**src/rtl/fdc_bus_glue.sv**
```systemverilog
module fdc_bus_glue #(
  parameter int DW          = 8,
  parameter int NDRIVES     = 4,
  parameter int MOTOR_TICKS = 20_000_000,
  parameter int HEAD_TICKS  = 160_000
) (
  input  logic               clk,
  input  logic               rst_n,
  input  logic               e_clk,
  input  logic               rw,
  input  logic               fdc_sel,
  input  logic               drvreg_sel,
  input  logic [DW-1:0]      din,
  output logic               fdc_re_n,
  output logic               fdc_we_n,
  output logic [DW-1:0]      fdc_wdata,
  output logic               motor_on,
  output logic               head_ready,
  output logic [NDRIVES-1:0] drive_en
);
  localparam int MCW = $clog2(MOTOR_TICKS + 1);
  localparam int HCW = $clog2(HEAD_TICKS + 1);
  localparam logic [MCW-1:0] MOT_LOAD  = MCW'(MOTOR_TICKS);
  localparam logic [HCW-1:0] HEAD_LOAD = HCW'(HEAD_TICKS);

  logic           fdc_cyc, fdc_cyc_q, fdc_start, drv_wr;
  logic [MCW-1:0] mot_cnt;
  logic [HCW-1:0] head_cnt;
  logic [DW-1:0]  drv_num;
  logic           drv_valid;

  assign fdc_cyc   = e_clk & fdc_sel;
  assign fdc_start = fdc_cyc & ~fdc_cyc_q;
  assign drv_wr    = e_clk & drvreg_sel & ~rw;

  assign fdc_re_n  = ~(fdc_cyc & rw);
  assign fdc_we_n  = ~(fdc_cyc & ~rw);

  always_ff @(posedge clk or negedge rst_n) begin
    if (!rst_n) begin
      fdc_cyc_q <= 1'b0;
      fdc_wdata <= '0;
    end else begin
      fdc_cyc_q <= fdc_cyc;
      if (fdc_cyc && !rw) fdc_wdata <= din;
    end
  end

  always_ff @(posedge clk or negedge rst_n) begin
    if (!rst_n) begin
      mot_cnt  <= '0;
      head_cnt <= '0;
    end else begin
      if (fdc_start)             mot_cnt <= MOT_LOAD;
      else if (mot_cnt != '0)    mot_cnt <= mot_cnt - 1'b1;
      if (fdc_start && mot_cnt == '0) head_cnt <= HEAD_LOAD;
      else if (head_cnt != '0)        head_cnt <= head_cnt - 1'b1;
    end
  end

  assign motor_on   = (mot_cnt != '0);
  assign head_ready = motor_on & (head_cnt == '0);

  always_ff @(posedge clk or negedge rst_n) begin
    if (!rst_n) begin
      drv_num   <= '0;
      drv_valid <= 1'b0;
    end else if (drv_wr) begin
      drv_num   <= din;
      drv_valid <= 1'b1;
    end
  end

  for (genvar i = 0; i < NDRIVES; i++) begin : g_dsel
    assign drive_en[i] = drv_valid && (drv_num == DW'(i));
  end
endmodule

```
**config.mk**
```make
export PLATFORM = sky130hd
export DESIGN_NAME = fdc_bus_glue
export DESIGN_NICKNAME = d
export VERILOG_FILES = /design/src/rtl/fdc_bus_glue.sv
export SDC_FILE = /design/constraint.sdc
export NUM_CORES = 1
export LEC_CHECK = 0
export BUFFER_PORTS_ARGS = -buffer_cell sky130_fd_sc_hd__buf_2
export CORE_ASPECT_RATIO = 1.75
export CORE_MARGIN = 8
export CORE_UTILIZATION = 30
export CTS_BUF_LIST = sky130_fd_sc_hd__clkbuf_4
export DETAILED_ROUTE_END_ITERATION = 12
export PLACE_DENSITY = 0.43
export REMOVE_ABC_BUFFERS = 1
export SLEW_MARGIN = 30
export SYNTH_ARGS = -nofsm -noshare
export SYNTH_HDL_FRONTEND = slang
export SYNTH_SLANG_ARGS = --single-unit
```
**constraint.sdc**
```tcl
create_clock -name clk -period 8.25 [get_ports clk]
set_clock_uncertainty 0.2 [all_clocks]
set_input_delay 1.65 -clock clk [delete_from_list [all_inputs] [get_ports clk]]
set_output_delay 1.65 -clock clk [all_outputs]
set_load 0.02 [all_outputs]
```
======== Word level (Yosys, flattened, before mapping) ========
Cells that the tools add are included.
operators by class
  $add $sub $neg .......................... 2
  equality and inequality tests ........... 3
  multiplexer cells ....................... 4
  bitwise operators ....................... 11
  reductions and logical operators ........ 14
operator list
  cell                     count
  $mux W25                 2
  $mux W18                 2
  $logic_not A25 Y1        1
  $reduce_bool A25 Y1      1
  $sub A25 B1 Y25 const B  1
  $logic_not A18 Y1        1
  $reduce_bool A18 Y1      1
  $sub A18 B1 Y18 const B  1
  $eq A8 B2 Y1 const B     2
  $eq A8 B1 Y1 const B     1
  $logic_not A8 Y1         1
  $and A1 B1 Y1            7
  $logic_and A1 B1 Y1      6
  $not A1 Y1               4
  $reduce_bool A2 Y1       2
  $logic_not A1 Y1         1
storage, ports and cells
  flip-flop bits (word level) ............. 61
  output and inout bits ................... 16

======== Longest topological paths before layout ========
Gate-level depths: netlist (run 1).
  depth in word-level cells ............... 4
  depth in mapped cells ................... 10
  mapped depth without buffers ............ 8

======== Worst setup path before layout (run 1) ========
Ideal clock, no wire load.
  kind .................................... in2out
  from .................................... in e_clk
  to ...................................... out fdc_we_n
  data arrival time ....................... 2252 ps
  data required time ...................... 6400 ps
  slack ................................... 4148 ps
  stages .................................. 3
  buffers on the path ..................... 1
  cells stage by stage .................... nand2_1 -> or2_2 -> clkbuf_1
between the ends
  longest elaborated chain between the ends .. 3
ends and longest elaborated chain
  item                RTL line  text
  start: declaration  9         input logic e_clk,
  $and A1 B1 Y1       32        assign fdc_cyc = e_clk & fdc_sel;
  $and A1 B1 Y1       37        assign fdc_we_n = ~(fdc_cyc & ~rw);
  $not A1 Y1          37
  end: declaration    15        output logic fdc_we_n,
No other way between the ends.

======== Worst setup path after layout (run 1) ========
  from .................................... reg mot_cnt[0]
  to ...................................... out motor_on
between the ends
  longest elaborated chain between the ends .. 1
ends and longest elaborated chain
  item                      RTL line  text
  start: declaration        27        logic [MCW-1:0] mot_cnt;
  start signal: assignment  55        else if (mot_cnt != '0) mot_cnt <= mot_cnt - 1'b1;
  $reduce_bool A25 Y1       61        assign motor_on = (mot_cnt != '0);
  end: declaration          17        output logic motor_on,
No other way between the ends.

==> results of run 1 <==
## state kept, by name, summed over array words and instances, names as in the netlist
| name | count |
|---|---|
| mot_cnt | 25 |
| fdc_cyc_q | 1 |
| fdc_wdata | 8 |
| head_cnt | 18 |
| drv_valid | 1 |
| drv_num | 8 |
## layout make-up
type | instances | area (um2)
antenna | 1 | 2.502
clock buffer | 9 | 67.56
clock inverter | 7 | 62.56
fill | 1080 | 6746
inverter | 7 | 28.78
multi-input combinational | 231 | 1539
sequential | 61 | 1526
tap | 127 | 158.9
timing repair buffer | 32 | 167.7
## critical path, delay by kind of cell, from the launching register on
family	cells	cell delay, ns
DFF	1	0.40
adders and majority gates	1	0.20
buffers and inverters	3	0.37
and+or+nand+nor	3	1.19
## per-layer routing
layer | global-route usage, % | routed length [um]
met5 | 0 | 0
met4 | 8.061 | 221
met3 | 1.825 | 135
met2 | 21.40 | 4198
met1 | 11.41 | 2894
## per-stage QoR
stage | area (um2) | power (uW) | utilization (%)
after floorplan | 3092 | 572.1 | -
after global placement | 3418 | 638.4 | 33.19
after detailed placement | 3418 | 642.1 | 33.19
after CTS | 3548 | 854.5 | 34.45
after global routing | 3553 | 900.9 | 34.50
final | 3553 | 838.4 | 34.50
## cell families (layout without fill, tap and decap cells)
group | Yosys count | after routing | synth area share, %
flops | 61 | 61 | 48.34
simple gates | 141 | 141 | 25.36
other cells | 0 | 1 | 0
xor+xnor | 17 | 17 | 4.715
buf+inv | 18 | 55 | 3.011
fa+ha+maj | 3 | 3 | 1.189
mux | 23 | 23 | 7.964
compound gates | 47 | 47 | 9.430
## layout by cell type (no fill, tap or decap), drive strengths merged, types with 9 or more instances in the layout
cell type,instances
clkbuf,9
nand2,18
xnor2,16
dfrtp,61
nor4,12
a21oi,19
buf,32
mux2,17
o21ai,9
inv,12
nor2,41
nor3,13
or4,11
## worst max path at each step
stage	start	to	slack, ns	cells past startpoint
6_report	mot_cnt[0]	motor_on	3.81	7
5_1_grt	head_cnt[1]	head_ready	3.58	7
4_1_cts	mot_cnt[0]	motor_on	3.73	7
3_5_place_dp	e_clk	fdc_we_n	3.97	4
3_3_place_gp	e_clk	fdc_we_n	3.99	4
2_1_floorplan	e_clk	fdc_we_n	4.30	2
## power by group through the flow
stage	registers, uW	logic [uW]	clock network, uW
5_1_grt	435	237	229
3_3_place_gp	430	208	0
3_5_place_dp	432	210	0
2_1_floorplan	423	149	0
6_report	426	208	205
4_1_cts	426	213	216
==> reports/qor.csv, run 1 <==
metric,value,unit
Die Wd,93.56,um
Worst Tran Pin Value,0.8116,ns
CTS Hold Bufs,0,
post-cts sizing count,0,
largest net degree at the start of global routing,62,
I/O Buffers,29,
post-synthesis register bit count,61,
Layout Cells excl Fill,475,
Synth top area share,48.34,%
CP cell instances,inv_1 > ha_1 > or3b_2 > nor4b_4 > and2_4 > inv_4 > buf_2,
sequential power share,50.8,%
HP Class,flip-flop to flip-flop,
"Setup Fix Bufs, Post-CTS",0,
Clock Latency Late Sink,0.43,ns
ys async rst share,100.0,%
top_reg_cell synth,dfrtp_1,
placed insts,458,
most numerous cell in the Yosys netlist,dfrtp_1,
register area share after synthesis,48.34,%
RSZ-0062 raised after global routing,no,
GRT overflow,0,
# DRC,0,
minimum clock period,4.444,ns
crit end category,output pin,
CP max FO,12,
Detail Route Antenna Nets,0,
Critical Path RT,6.40,ns
TritonCTS clock tree,done,
via count,2399,
Final Setup Violations,0,
critical path type,flip-flop to output pin,
first-pass GRT wire length,12.62,mm
post-synth cell types,53,
post-DP HPWL,5.289,mm
final hold slack,0.3179,ns
cells after synthesis,310,
combinational power share,24.9,%
vias in the first global route,2546,
Yosys top cell by area,dfrtp_1,
R2R Path End,mot_cnt[19],
Root Driver,clkbuf_4,
reg2reg setup slack,5.60,ns
Final TNS setup,0,ns
worst rel slew slack,45.39,%
Clk pwr share,24.4,%
WHS Endpoint,head_cnt[8],
H-tree depth,3,
initial core utilization,30.66,%
Max Cap Viol,0,
most frequent cells after synthesis,"61 x dfrtp_1, 41 x nor2_1, 18 x a21oi_1, 18 x nand2_1, 17 x mux2_2",
Placer Congestion,0.7414,
Sw Ratio,37.69,%
Hold Startpoint,head_cnt[8],
layout cell share with drive strength beyond 1,24.50,%
final hold vios,0,
synthesized area per cell,10.19,um2
YS warnings,0,
starting DRC count in detailed routing,131,
Die Y,151.7,um
PD cells,236.0,nW/um2
Arrival @ worst endpoint,2.59,ns
CP max stage cell,or3b_2,
NetSw,316.0,uW
IO Count,30,
Num CTS Buffers,9,
status,finished clean,
worst r2r path cells,5,
Reg-to-Reg Start,mot_cnt[3],
CTS Buffer Depth,2,
VDD IR max,0.08574,mV
CTS sink count,61,
routed vias/inst,5.051,
largest cells by area after synthesis,"dfrtp_1 48%, mux2_2 6.1%, nor2_1 4.9%, xnor2_1 4.4%, a21oi_1 2.9%",
Area Growth Syn to Fin,12.52,%
drt wl/cell,15.68,um
max incr delay on CP,0.50,ns
Die Area,14200,um2
Final period util,53.87,%
post-route setup slack,3.806,ns
number of flops mapped to enable cells by yosys,0,
initial antenna violation count,1,
Setup crit start kind,flip-flop,
row cnt,49,
worst hold stages,1,
WL final,7.449,mm
length of the first detailed-routing pass in iterations,4,
"Reg clk slew, reported paths",0.12,ns
P_int,522.4,uW
final net count,359,
setup slack at placement,3.965,ns
Post-Syn Area,3158,um2
Max Slew Vio Count,0,
Max Freq,225.0,MHz
Total GRT Usage,11.57,%
Core Region,10300,um2
leakage,0.001416,uW
Power figures use the tool's default switching activity.
==> run 2: changes to the inputs <==
- PLACE_DENSITY: 0.43 -> 0.45
- clock period: 8.25 -> 3.73 ns (I/O delays scaled with it)
==> reports/qor.csv, run 2 (synthesis gave the netlist of run 1 again) <==
metric,value,unit
status,finished clean,
Area Growth Syn to Fin,14.26,%
largest net degree at the start of global routing,26,
CP max stage cell,or3b_2,
Total GRT Usage,10.98,%
Layout Cells excl Fill,481,
RSZ-0062 raised after global routing,no,
Core Region,10300,um2
worst rel slew slack,48.59,%
post-DP HPWL,5.302,mm
Final Setup Violations,0,
I/O Buffers,29,
Detail Route Antenna Nets,0,
WL final,7.220,mm
Num CTS Buffers,9,
leakage,0.001447,uW
Root Driver,clkbuf_4,
# DRC,0,
routed vias/inst,5.042,
CTS sink count,61,
Filler Cell Count,1050,
Final TNS setup,0,ns
placed insts,464,
minimum clock period,3.460,ns
footprint of the multi-input gates,1536,um2
length of the first detailed-routing pass in iterations,4,
CTS Buffer Depth,2,
CP max FO,12,
post-cts sizing count,0,
GRT overflow,0,
final hold vios,0,
largest registers,"mot_cnt: 25 flops, head_cnt: 18 flops",
Reg-to-Reg Start,mot_cnt[3],
HP Class,input port to asynchronous set/reset pin,
max incr delay on CP,0.50,ns
"Reg clk slew, reported paths",0.12,ns
Max Freq,289.0,MHz
initial core utilization,30.66,%
final net count,365,
"Power, Total",1888,uW
reg2reg setup slack,1.18,ns
critical path type,flip-flop to output pin,
vias in the first global route,2513,
Final period util,92.77,%
Max Cap Viol,0,
via count,2425,
H-tree depth,3,
Die Area,14200,um2
max reg flops,25,
final hold slack,0.05072,ns
TritonCTS clock tree,done,
"Setup Fix Bufs, Post-CTS",0,
Placer Congestion,0.7998,
CP startpoint,mot_cnt[0],
IO Count,30,
"commonest non-fill, non-tap cell in the layout",dfrtp_1,
starting DRC count in detailed routing,50,
Worst Tran Pin Value,0.7641,ns
first-pass GRT wire length,12.14,mm
Die Y,151.7,um
Clock Latency Late Sink,0.41,ns
Arrival @ worst endpoint,2.51,ns
layout cell share with drive strength beyond 1,25.50,%
Setup crit start kind,flip-flop,
PD cells,523.2,nW/um2
CTS Hold Bufs,0,
Die Wd,93.56,um
Bufs and invs on worst path,3,
crit end category,output pin,
most flop-heavy register,mot_cnt,
R2R Path End,mot_cnt[19],
VDD IR max,0.2422,mV
CP cell instances,inv_1 > ha_1 > or3b_2 > nor4b_4 > and2_4 > inv_4 > buf_2,
Critical Path RT,2.78,ns
Max Slew Vio Count,0,
"commonest cells after routing, fill and taps aside","61 x dfrtp_1, 41 x nor2_1, 29 x buf_2",
worst r2r path cells,5,
row cnt,49,
drt wl/cell,15.01,um
initial antenna violation count,1,
register cell area after layout,1526,um2
CP top delay family,simple AND/OR/NAND/NOR gates,
==> run 2: cell count changes in the layout (fill, tap and decap cells not counted), sizes merged <==
cell / delta
buf: +6
bufinv: +1
clkinv: +1
clkinvlp: +2
inv: -4
==> run 2: worst max-delay path by stage <==
stage,endpoint,cells after the start
final,motor_on,7
after global routing,motor_on,7
after CTS,motor_on,7
after detailed placement,motor_on,7
after global placement,motor_on,7
after floorplan,head_ready,6
==> run 2: metrics by stage <==
| step | setup slack (ns) | instance area (um2) | utilization [%] |
|---|---|---|---|
| floorplan | 0.9372 | 3092 | - |
| global placement | 0.7358 | 3463 | 33.62 |
| detailed placement | 0.7008 | 3463 | 33.62 |
| global route | 0.08284 | 3608 | 35.03 |
| CTS | 0.1962 | 3606 | 35.01 |
| finish | 0.2698 | 3608 | 35.03 |
==> run 2: layout make-up <==
type / instances / area share [%]
inverter: 7 / 0.7975
sequential: 61 / 42.30
antenna: 1 / 0.06935
multi-input combinational: 231 / 42.58
clock buffer: 9 / 1.872
timing repair buffer: 38 / 5.895
clock inverter: 7 / 2.080
tap: 127 / 4.404
==> run 2: power by group <==
| part | leakage [uW] | internal (uW) | switching (uW) |
|---|---|---|---|
| clock | 0.0000685 | 206 | 275 |
| sequential | 0.000703 | 794 | 144 |
| combinational | 0.000675 | 222 | 248 |
==> run 2: routing by layer <==
metal	up-vias	global-route usage (%)	share of wire (%)
li1	1200	-	-
met5	-	0	0
met2	33	20.02	55
met3	10	2.664	2.6
met4	0	5.427	2.0
met1	1182	11.33	41
